==> src/rtl/timer_irq_pkg.sv <==
package timer_irq_pkg;
  localparam int SRC_N = 3;
  localparam int REG_W = 8;
  localparam int OVF_BIT = 0;
  localparam int CMPA_BIT = 1;
  localparam int CMPB_BIT = 2;

  typedef struct packed {
    logic [SRC_N-1:0] setVec;
    logic [SRC_N-1:0] clrVec;
    logic             maskLoad;
  } flagStrobes_t;
endpackage

==> src/rtl/timer_irq_ctrl.sv <==
module timer_irq_ctrl
  import timer_irq_pkg::*;
(
  input  logic             cmpMatchA,
  input  logic             cmpMatchB,
  input  logic             wrapEvt,
  input  logic             bottomTurn,
  input  logic             pwmMode,
  input  logic             flagWrEn,
  input  logic [REG_W-1:0] flagWrData,
  input  logic             maskWrEn,
  input  logic [SRC_N-1:0] ackVec,
  output flagStrobes_t     strb
);
  logic ovfEvt;
  logic [SRC_N-1:0] swClr;

  // overflow source depends on counting mode
  assign ovfEvt = pwmMode ? bottomTurn : wrapEvt;
  assign swClr  = flagWrEn ? flagWrData[SRC_N-1:0] : '0;

  always_comb begin
    strb = '0;
    strb.setVec[OVF_BIT]  = ovfEvt;
    strb.setVec[CMPA_BIT] = cmpMatchA;
    strb.setVec[CMPB_BIT] = cmpMatchB;
    strb.clrVec           = swClr | ackVec;
    strb.maskLoad         = maskWrEn;
  end
endmodule

==> src/rtl/timer_irq_dp.sv <==
module timer_irq_dp
  import timer_irq_pkg::*;
(
  input  logic             clk,
  input  logic             rstN,
  input  flagStrobes_t     strb,
  input  logic [REG_W-1:0] maskWrData,
  input  logic             globalIe,
  output logic [SRC_N-1:0] flagQ,
  output logic [SRC_N-1:0] maskQ,
  output logic [SRC_N-1:0] irqVec
);
  localparam int PAD_W = REG_W - SRC_N;

  for (genvar i = 0; i < SRC_N; i++) begin : g_flag
    always_ff @(posedge clk or negedge rstN) begin
      if (!rstN)                 flagQ[i] <= 1'b0;
      else if (strb.setVec[i])   flagQ[i] <= 1'b1;
      else if (strb.clrVec[i])   flagQ[i] <= 1'b0;
    end

    assign irqVec[i] = globalIe & maskQ[i] & flagQ[i];

    // a set in the same cycle as any clear leaves the flag high
    a_r8_set_wins: assert property (@(posedge clk) disable iff (!rstN)
      strb.setVec[i] |=> flagQ[i]);
    // a clear without a set drops the flag
    a_r6_clear_drops: assert property (@(posedge clk) disable iff (!rstN)
      (!strb.setVec[i] && strb.clrVec[i]) |=> !flagQ[i]);
    // no strobe keeps the flag as it was
    a_r6_hold: assert property (@(posedge clk) disable iff (!rstN)
      (!strb.setVec[i] && !strb.clrVec[i]) |=> $stable(flagQ[i]));
  end

  always_ff @(posedge clk or negedge rstN) begin
    if (!rstN)              maskQ <= '0;
    else if (strb.maskLoad) maskQ <= maskWrData[SRC_N-1:0];
  end

  // a mask write is visible one edge later
  a_r11_mask_load: assert property (@(posedge clk) disable iff (!rstN)
    strb.maskLoad |=> (maskQ == $past(maskWrData[SRC_N-1:0])));

  logic unusedPad;
  assign unusedPad = ^maskWrData[REG_W-1:SRC_N] & (PAD_W > 0);
endmodule

==> src/rtl/timer_irq_flags.sv <==
module timer_irq_flags
  import timer_irq_pkg::*;
(
  input  logic             clk,
  input  logic             rstN,
  input  logic             cmpMatchA,
  input  logic             cmpMatchB,
  input  logic             wrapEvt,
  input  logic             bottomTurn,
  input  logic             pwmMode,
  input  logic             flagWrEn,
  input  logic [REG_W-1:0] flagWrData,
  input  logic             maskWrEn,
  input  logic [REG_W-1:0] maskWrData,
  input  logic             globalIe,
  input  logic             ackOvf,
  input  logic             ackA,
  input  logic             ackB,
  output logic [REG_W-1:0] flagRd,
  output logic [REG_W-1:0] maskRd,
  output logic             irqOvf,
  output logic             irqA,
  output logic             irqB
);
  flagStrobes_t     strb;
  logic [SRC_N-1:0] ackVec, flagQ, maskQ, irqVec;

  always_comb begin
    ackVec = '0;
    ackVec[OVF_BIT]  = ackOvf;
    ackVec[CMPA_BIT] = ackA;
    ackVec[CMPB_BIT] = ackB;
  end

  timer_irq_ctrl ctrl_i (
    .cmpMatchA (cmpMatchA),
    .cmpMatchB (cmpMatchB),
    .wrapEvt   (wrapEvt),
    .bottomTurn(bottomTurn),
    .pwmMode   (pwmMode),
    .flagWrEn  (flagWrEn),
    .flagWrData(flagWrData),
    .maskWrEn  (maskWrEn),
    .ackVec    (ackVec),
    .strb      (strb)
  );

  timer_irq_dp dp_i (
    .clk       (clk),
    .rstN      (rstN),
    .strb      (strb),
    .maskWrData(maskWrData),
    .globalIe  (globalIe),
    .flagQ     (flagQ),
    .maskQ     (maskQ),
    .irqVec    (irqVec)
  );

  assign flagRd = {{(REG_W-SRC_N){1'b0}}, flagQ};
  assign maskRd = {{(REG_W-SRC_N){1'b0}}, maskQ};
  assign irqOvf = irqVec[OVF_BIT];
  assign irqA   = irqVec[CMPA_BIT];
  assign irqB   = irqVec[CMPB_BIT];

  // unused read bits stay zero
  a_r2_upper_zero: assert property (@(posedge clk) disable iff (!rstN)
    (flagRd[REG_W-1:SRC_N] == '0) && (maskRd[REG_W-1:SRC_N] == '0));
  // in PWM mode a wrap alone cannot raise a clear overflow flag
  a_r5_pwm_ignores_wrap: assert property (@(posedge clk) disable iff (!rstN)
    (pwmMode && !bottomTurn && !flagRd[OVF_BIT]) |=> !flagRd[OVF_BIT]);
  // in normal mode a bottom reversal alone cannot raise it
  a_r4_normal_ignores_bottom: assert property (@(posedge clk) disable iff (!rstN)
    (!pwmMode && !wrapEvt && !flagRd[OVF_BIT]) |=> !flagRd[OVF_BIT]);
  // acknowledge without a match clears compare flag A
  a_r7_ack_a_clears: assert property (@(posedge clk) disable iff (!rstN)
    (ackA && !cmpMatchA) |=> !flagRd[CMPA_BIT]);
  // a match on B always shows up as flag bit 2
  a_r3_match_b_sets: assert property (@(posedge clk) disable iff (!rstN)
    cmpMatchB |=> flagRd[CMPB_BIT]);
endmodule

==> config.mk <==
export PLATFORM = sky130hd
export DESIGN_NAME = timer_irq_flags
export DESIGN_NICKNAME = d
export VERILOG_FILES = /design/src/rtl/timer_irq_pkg.sv /design/src/rtl/timer_irq_ctrl.sv /design/src/rtl/timer_irq_dp.sv /design/src/rtl/timer_irq_flags.sv
export SDC_FILE = /design/constraint.sdc
export NUM_CORES = 1
export LEC_CHECK = 0
export ABC_AREA = 1
export BUFFER_PORTS_ARGS = -buffer_cell sky130_fd_sc_hd__buf_4
export CAP_MARGIN = 25
export CORE_AREA = 2 2 39 41
export CTS_CLUSTER_SIZE = 28
export DETAILED_ROUTE_END_ITERATION = 10
export DIE_AREA = 0 0 41 43
export PLACE_DENSITY = 0.72
export SYNTH_ARGS = -nofsm -noshare
export SYNTH_HDL_FRONTEND = slang
export SYNTH_SLANG_ARGS = --single-unit
==> constraint.sdc <==
create_clock -name clk -period 1.2 [get_ports clk]
set_clock_uncertainty 0.2 [all_clocks]
set_input_delay 0.12 -clock clk [delete_from_list [all_inputs] [get_ports clk]]
set_output_delay 0.12 -clock clk [all_outputs]
set_load 0.005 [all_outputs]
======== Yosys cells after proc, flatten, opt, wreduce, memory -nomap -nowiden ========
Cells that the tools add are included.
operators by class
  shift-type cells ........................ 0
  order comparisons ....................... 0
  divide/modulo/power cells ............... 0
  equality and inequality tests ........... 0
  bitwise operators ....................... 7
  muxes and demuxes ....................... 8
  $add $sub $neg .......................... 0
  $mul .................................... 0
  reduce and logical (&&, ||, !) cells .... 3
operators with widths
  cell                count
  two-way mux 1 bit   7
  bitwise AND 1 bit   6
  nonzero test 2 bit  3
  two-way mux 3 bit   1
  bitwise OR 3 bit    1
storage, ports and cells
  bits of input ports ..................... 29
  register bits after elaboration ......... 6
  memories kept ........................... 0
  bits in latches ......................... 0
  memory bits (writable) .................. 0
  memory bits (read-only) ................. 0
  output and inout bits ................... 19
  logic and storage cells ................. 22

======== Logic depth before layout (Yosys ltp) ========
  word-level depth ........................ 4
  gate-level depth with buffers ........... 4
  mapped depth without buffers ............ 4

======== Hierarchy ========
Synthesis repeated with hierarchy kept, for this count alone.
second synthesis, totals
  cells, all modules ...................... 65
  area, all modules ....................... 424.2 um^2
modules (own cells, without submodules)
  module           area an instance (um^2)  times used  seq. area each (um^2)  cells each
  timer_irq_dp     266.5                    1           150.1                  37
  timer_irq_ctrl   78.8                     1           0.0                    17
  timer_irq_flags  78.8                     1           0.0                    11

======== Worst setup path after synthesis ========
OpenSTA, ideal clock, no wires.
  path type ............................... register to output
  start ................................... register dp_i.flagQ[1]
  end ..................................... output port irqA
  setup slack ............................. 315 ps
  stages on the path, launching flop included .. 2
  buffers on the path ..................... 0
  data required time ...................... 880 ps
  arrival ................................. 565 ps
  path through ............................ dfrtp_1 -> and3_1
between the ends
  word-level cells in the longest chain between the ends .. 1
ends and longest elaborated chain
  item                               line                   text
  from (decl)                        timer_irq_dp.sv:9      output logic [SRC_N-1:0] flagQ,
  from (signal, indexed assignment)  timer_irq_dp.sv:17     if (!rstN) flagQ[i] <= 1'b0;
  from (signal, indexed assignment)  timer_irq_dp.sv:18     else if (strb.setVec[i]) flagQ[i] <= 1'b1;
  from (signal, indexed assignment)  timer_irq_dp.sv:19     else if (strb.clrVec[i]) flagQ[i] <= 1'b0;
  bitwise AND 1 bit                  timer_irq_dp.sv:22     assign irqVec[i] = globalIe & maskQ[i] & flagQ[i];
  to (decl)                          timer_irq_flags.sv:22  output logic irqA,
No other way between the ends.

======== Worst setup path after layout ========
  start ................................... register dp_i.maskQ[1]
  end ..................................... output port irqA
between the ends
  word-level cells in the longest chain between the ends .. 2
ends and longest elaborated chain
  item                            line                text
  from (decl)                     timer_irq_dp.sv:10  output logic [SRC_N-1:0] maskQ,
  from (signal assigned)          timer_irq_dp.sv:37  else if (strb.maskLoad) maskQ <= maskWrData[SRC_N-1:0];
  bitwise AND 1 bit (2 in a row)  timer_irq_dp.sv:22
No other way between the ends.

==> reports/results.txt <==
Run status: complete, but fails checks
Violations in the final reports: negative setup slack
Detailed-route vias per instance: 3.761
Startpoint of the worst-slack reg-to-reg timing path: dp_i.flagQ[0]$_DFFE_PN0P_
Data arrival time of the critical path: 0.90 ns
Tmin final: 1.218 ns
Leading cell types by count after synthesis: 14 x sky130_fd_sc_hd__nand2_1, 11 x sky130_fd_sc_hd__inv_1, 10 x sky130_fd_sc_hd__buf_4
Maximum vdd drop: 0.3744 mV
Highest-delay cell along the critical path: sky130_fd_sc_hd__dfrtp_1
Total congestion overflow after global routing: 0
CP Capture Type: primary output
Vias: 440
Number of violations reported at the end of detailed-routing iteration 0: 0
Nature of the critical path startpoint: flop
Pre-antenna DRT Iters: 1
Met2 wirelength from detailed routing: 562 um
RSZ-0062 raised after global routing: yes
TritonCTS clock tree: yes
Clock sinks: 6
Cell family with the largest share of critical-path delay: flip-flops
Buf+Inv Stages, Crit Path: 1
Highest attainable clock frequency: 821.1 MHz
Starting density of the core: 0.2649
Top flip-flop cell by instance count after synthesis: sky130_fd_sc_hd__dfrtp_1
Start point of the critical path: dp_i.maskQ[1]$_DFFE_PN0P_
Maximum number of pins on one net before global-route repair: 7
Global-route wire length before repair: 1.593 mm
Top-count cell post-synth: sky130_fd_sc_hd__nand2_1
Setup TNS after final layout: -0.01925 ns
Min setup slack post-route: -0.01787 ns
Final max-slew violation count: 0
Portion of the clock cycle consumed by the worst path in the final layout: 1.015
Site Rows: 14
Clock root buffer master: sky130_fd_sc_hd__clkbuf_4
Sequential cell area fraction in the yosys report: 0.4096
Share of async-settable or async-resettable flops after synthesis: 1.000
Vias in the first global route: 403
Core Box Area: 1384 sq um
Number of buffer cells added on primary ports: 27
Yosys synthesis warning count: 0
Bufs on Longest Clock Path: 2
Clock latency of the later-clocked register in the worst-skew pair: 0.24 ns
Worst Hold Slack: 0.02923 ns
Routed length on met1: 366 um
Fraction of final layout cells sized beyond drive strength 1: 0.3366
Mapped Cells: 51
I/O pin count: 48
Total routing usage reported by global routing: 0.1413
Final count of hold timing violations: 0
Reg clk slew, reported paths: 0.05 ns
ANT cells: 0
Sum of routed wire length over all layers: 1.014 mm
Hold WC Path Type: in -> async
Total power density per cell area: 787.7 nW/um^2
Number of flops mapped to enable cells by yosys: 0
Highest metal layer with signal wires: met3
Number of fill cells in the layout: 134
Fraction of post-synthesis cell area in the top cell type by area: 0.4096
Area growth syn-to-layout: 112.3%
Final Util: 0.5624
Critical Path RT: 0.88 ns
Cell Area, Synth: 366.6 sq um
Length of routed met3 wiring: 86 um
Count of maximum capacitance violations: 0
Worst Setup Path Type: reg -> out
Remaining design rule violation count: 0
Die Height: 43 um
Post-layout net count: 132
Distinct cells, synth: 9
Total power consumption of the routed design: 613.0 uW
Cell breakdown of the critical path: and3_1 -> buf_4
Average wire per cell in the routed design: 8.667 um
Depth of the CTS H-tree: 1
Initial antenna violation count: 0
Average footprint of a synthesized cell: 7.188 sq um
Worst Path Max Fanout: 2
Die extent in x: 41 um
Largest incremental delay on the critical path: 0.38 ns
Endpoints failing setup: 2
Gpl congestion: 0.6367
Leak Pwr: 0.0004493 uW
Die area: 1763 sq um
Top post-synthesis cells by area: sky130_fd_sc_hd__dfrtp_1 41%, sky130_fd_sc_hd__buf_4 20%, sky130_fd_sc_hd__nand2_1 14%
Number of flip-flops and latches in the synthesized netlist: 6
Remaining antenna violation count after routing: 0
Total clock buffers created by CTS: 3
Cell type contributing the most total cell area after synthesis: sky130_fd_sc_hd__dfrtp_1
[cell type report]
| type | count | area (sq um) | area share |
|---|---|---|---|
| clock buffer | 3 | 22.52 | 0.02894 |
| timing repair buffer | 48 | 410.4 | 0.5273 |
| multi-input combinational | 33 | 133.9 | 0.1720 |
| tap | 16 | 20.02 | 0.02572 |
| sequential | 6 | 150.1 | 0.1929 |
| inverter | 11 | 41.29 | 0.05305 |
[sequential cells by signal, indices dropped and copies added, names as in the netlist]
register and flops:
dp_i.maskQ 3, dp_i.flagQ 3
[worst paths after layout]
path	to	depth (start not counted)	slack, ns
min	dp_i.flagQ[0]$_DFFE_PN0P_	2	0.03
max reg2reg	dp_i.flagQ[0]$_DFFE_PN0P_	3	0.26
max	irqA	2	-0.02
min in group clk	dp_i.maskQ[2]$_DFFE_PN0P_	2	0.35
max in group asynchronous	dp_i.flagQ[2]$_DFFE_PN0P_	2	0.65
min reg2reg	dp_i.maskQ[2]$_DFFE_PN0P_	2	0.35
[cell usage in the layout (no fill, tap or decap)]
master,netlist,layout
sky130_fd_sc_hd__inv_1,11,11
sky130_fd_sc_hd__buf_4,10,29
sky130_fd_sc_hd__dfrtp_1,6,6
sky130_fd_sc_hd__dlygate4sd3_1,0,17
sky130_fd_sc_hd__nand2_1,14,14
sky130_fd_sc_hd__and3_1,1,1
sky130_fd_sc_hd__conb_1,1,10
sky130_fd_sc_hd__nor2_1,2,2
sky130_fd_sc_hd__buf_6,0,2
sky130_fd_sc_hd__nand3_1,3,3
sky130_fd_sc_hd__o21ai_0,3,3
sky130_fd_sc_hd__clkbuf_4,0,3
[kinds of logic after synthesis]
logic type,synth area share
buf+inv,0.3174
simple gates,0.2218
flops,0.4095
compound gates,0.04094
other cells,0.01023
[power breakdown]
group / internal [uW] / switching [uW] / leakage [uW] / total [uW]
registers: 220 / 8.94 / 0.0000692 / 229
logic: 131 / 67.1 / 0.000366 / 198
clock network: 113 / 73.2 / 0.0000138 / 186
total: 464 / 149 / 0.000449 / 613
[routing by layer]
metal	GRT usage	up-vias
met4	0.08000	0
met2	0.2438	26
li1	-	229
met3	0.05236	0
met5	0	-
met1	0.1307	185
[per-stage QoR]
stage	std cells	cell area (sq um)	setup slack, ns
3_3_place_gp	93	548.0	0.1989
5_1_grt	117	778.2	-0.08426
2_1_floorplan	60	400.4	0.3149
3_5_place_dp	93	548.0	0.1911
6_report	117	778.2	-0.01787
4_1_cts	115	755.7	-0.03103
[repair_timing]
item	in CTS	in global routing
setup buffers	2	2
resized for setup	0	2
pin swaps	3	2
hold buffers	17	0
endpoints found under the hold margin	12	0
endpoints found under the setup margin	2	5
No activity file was read; power rests on OpenSTA's default activity.
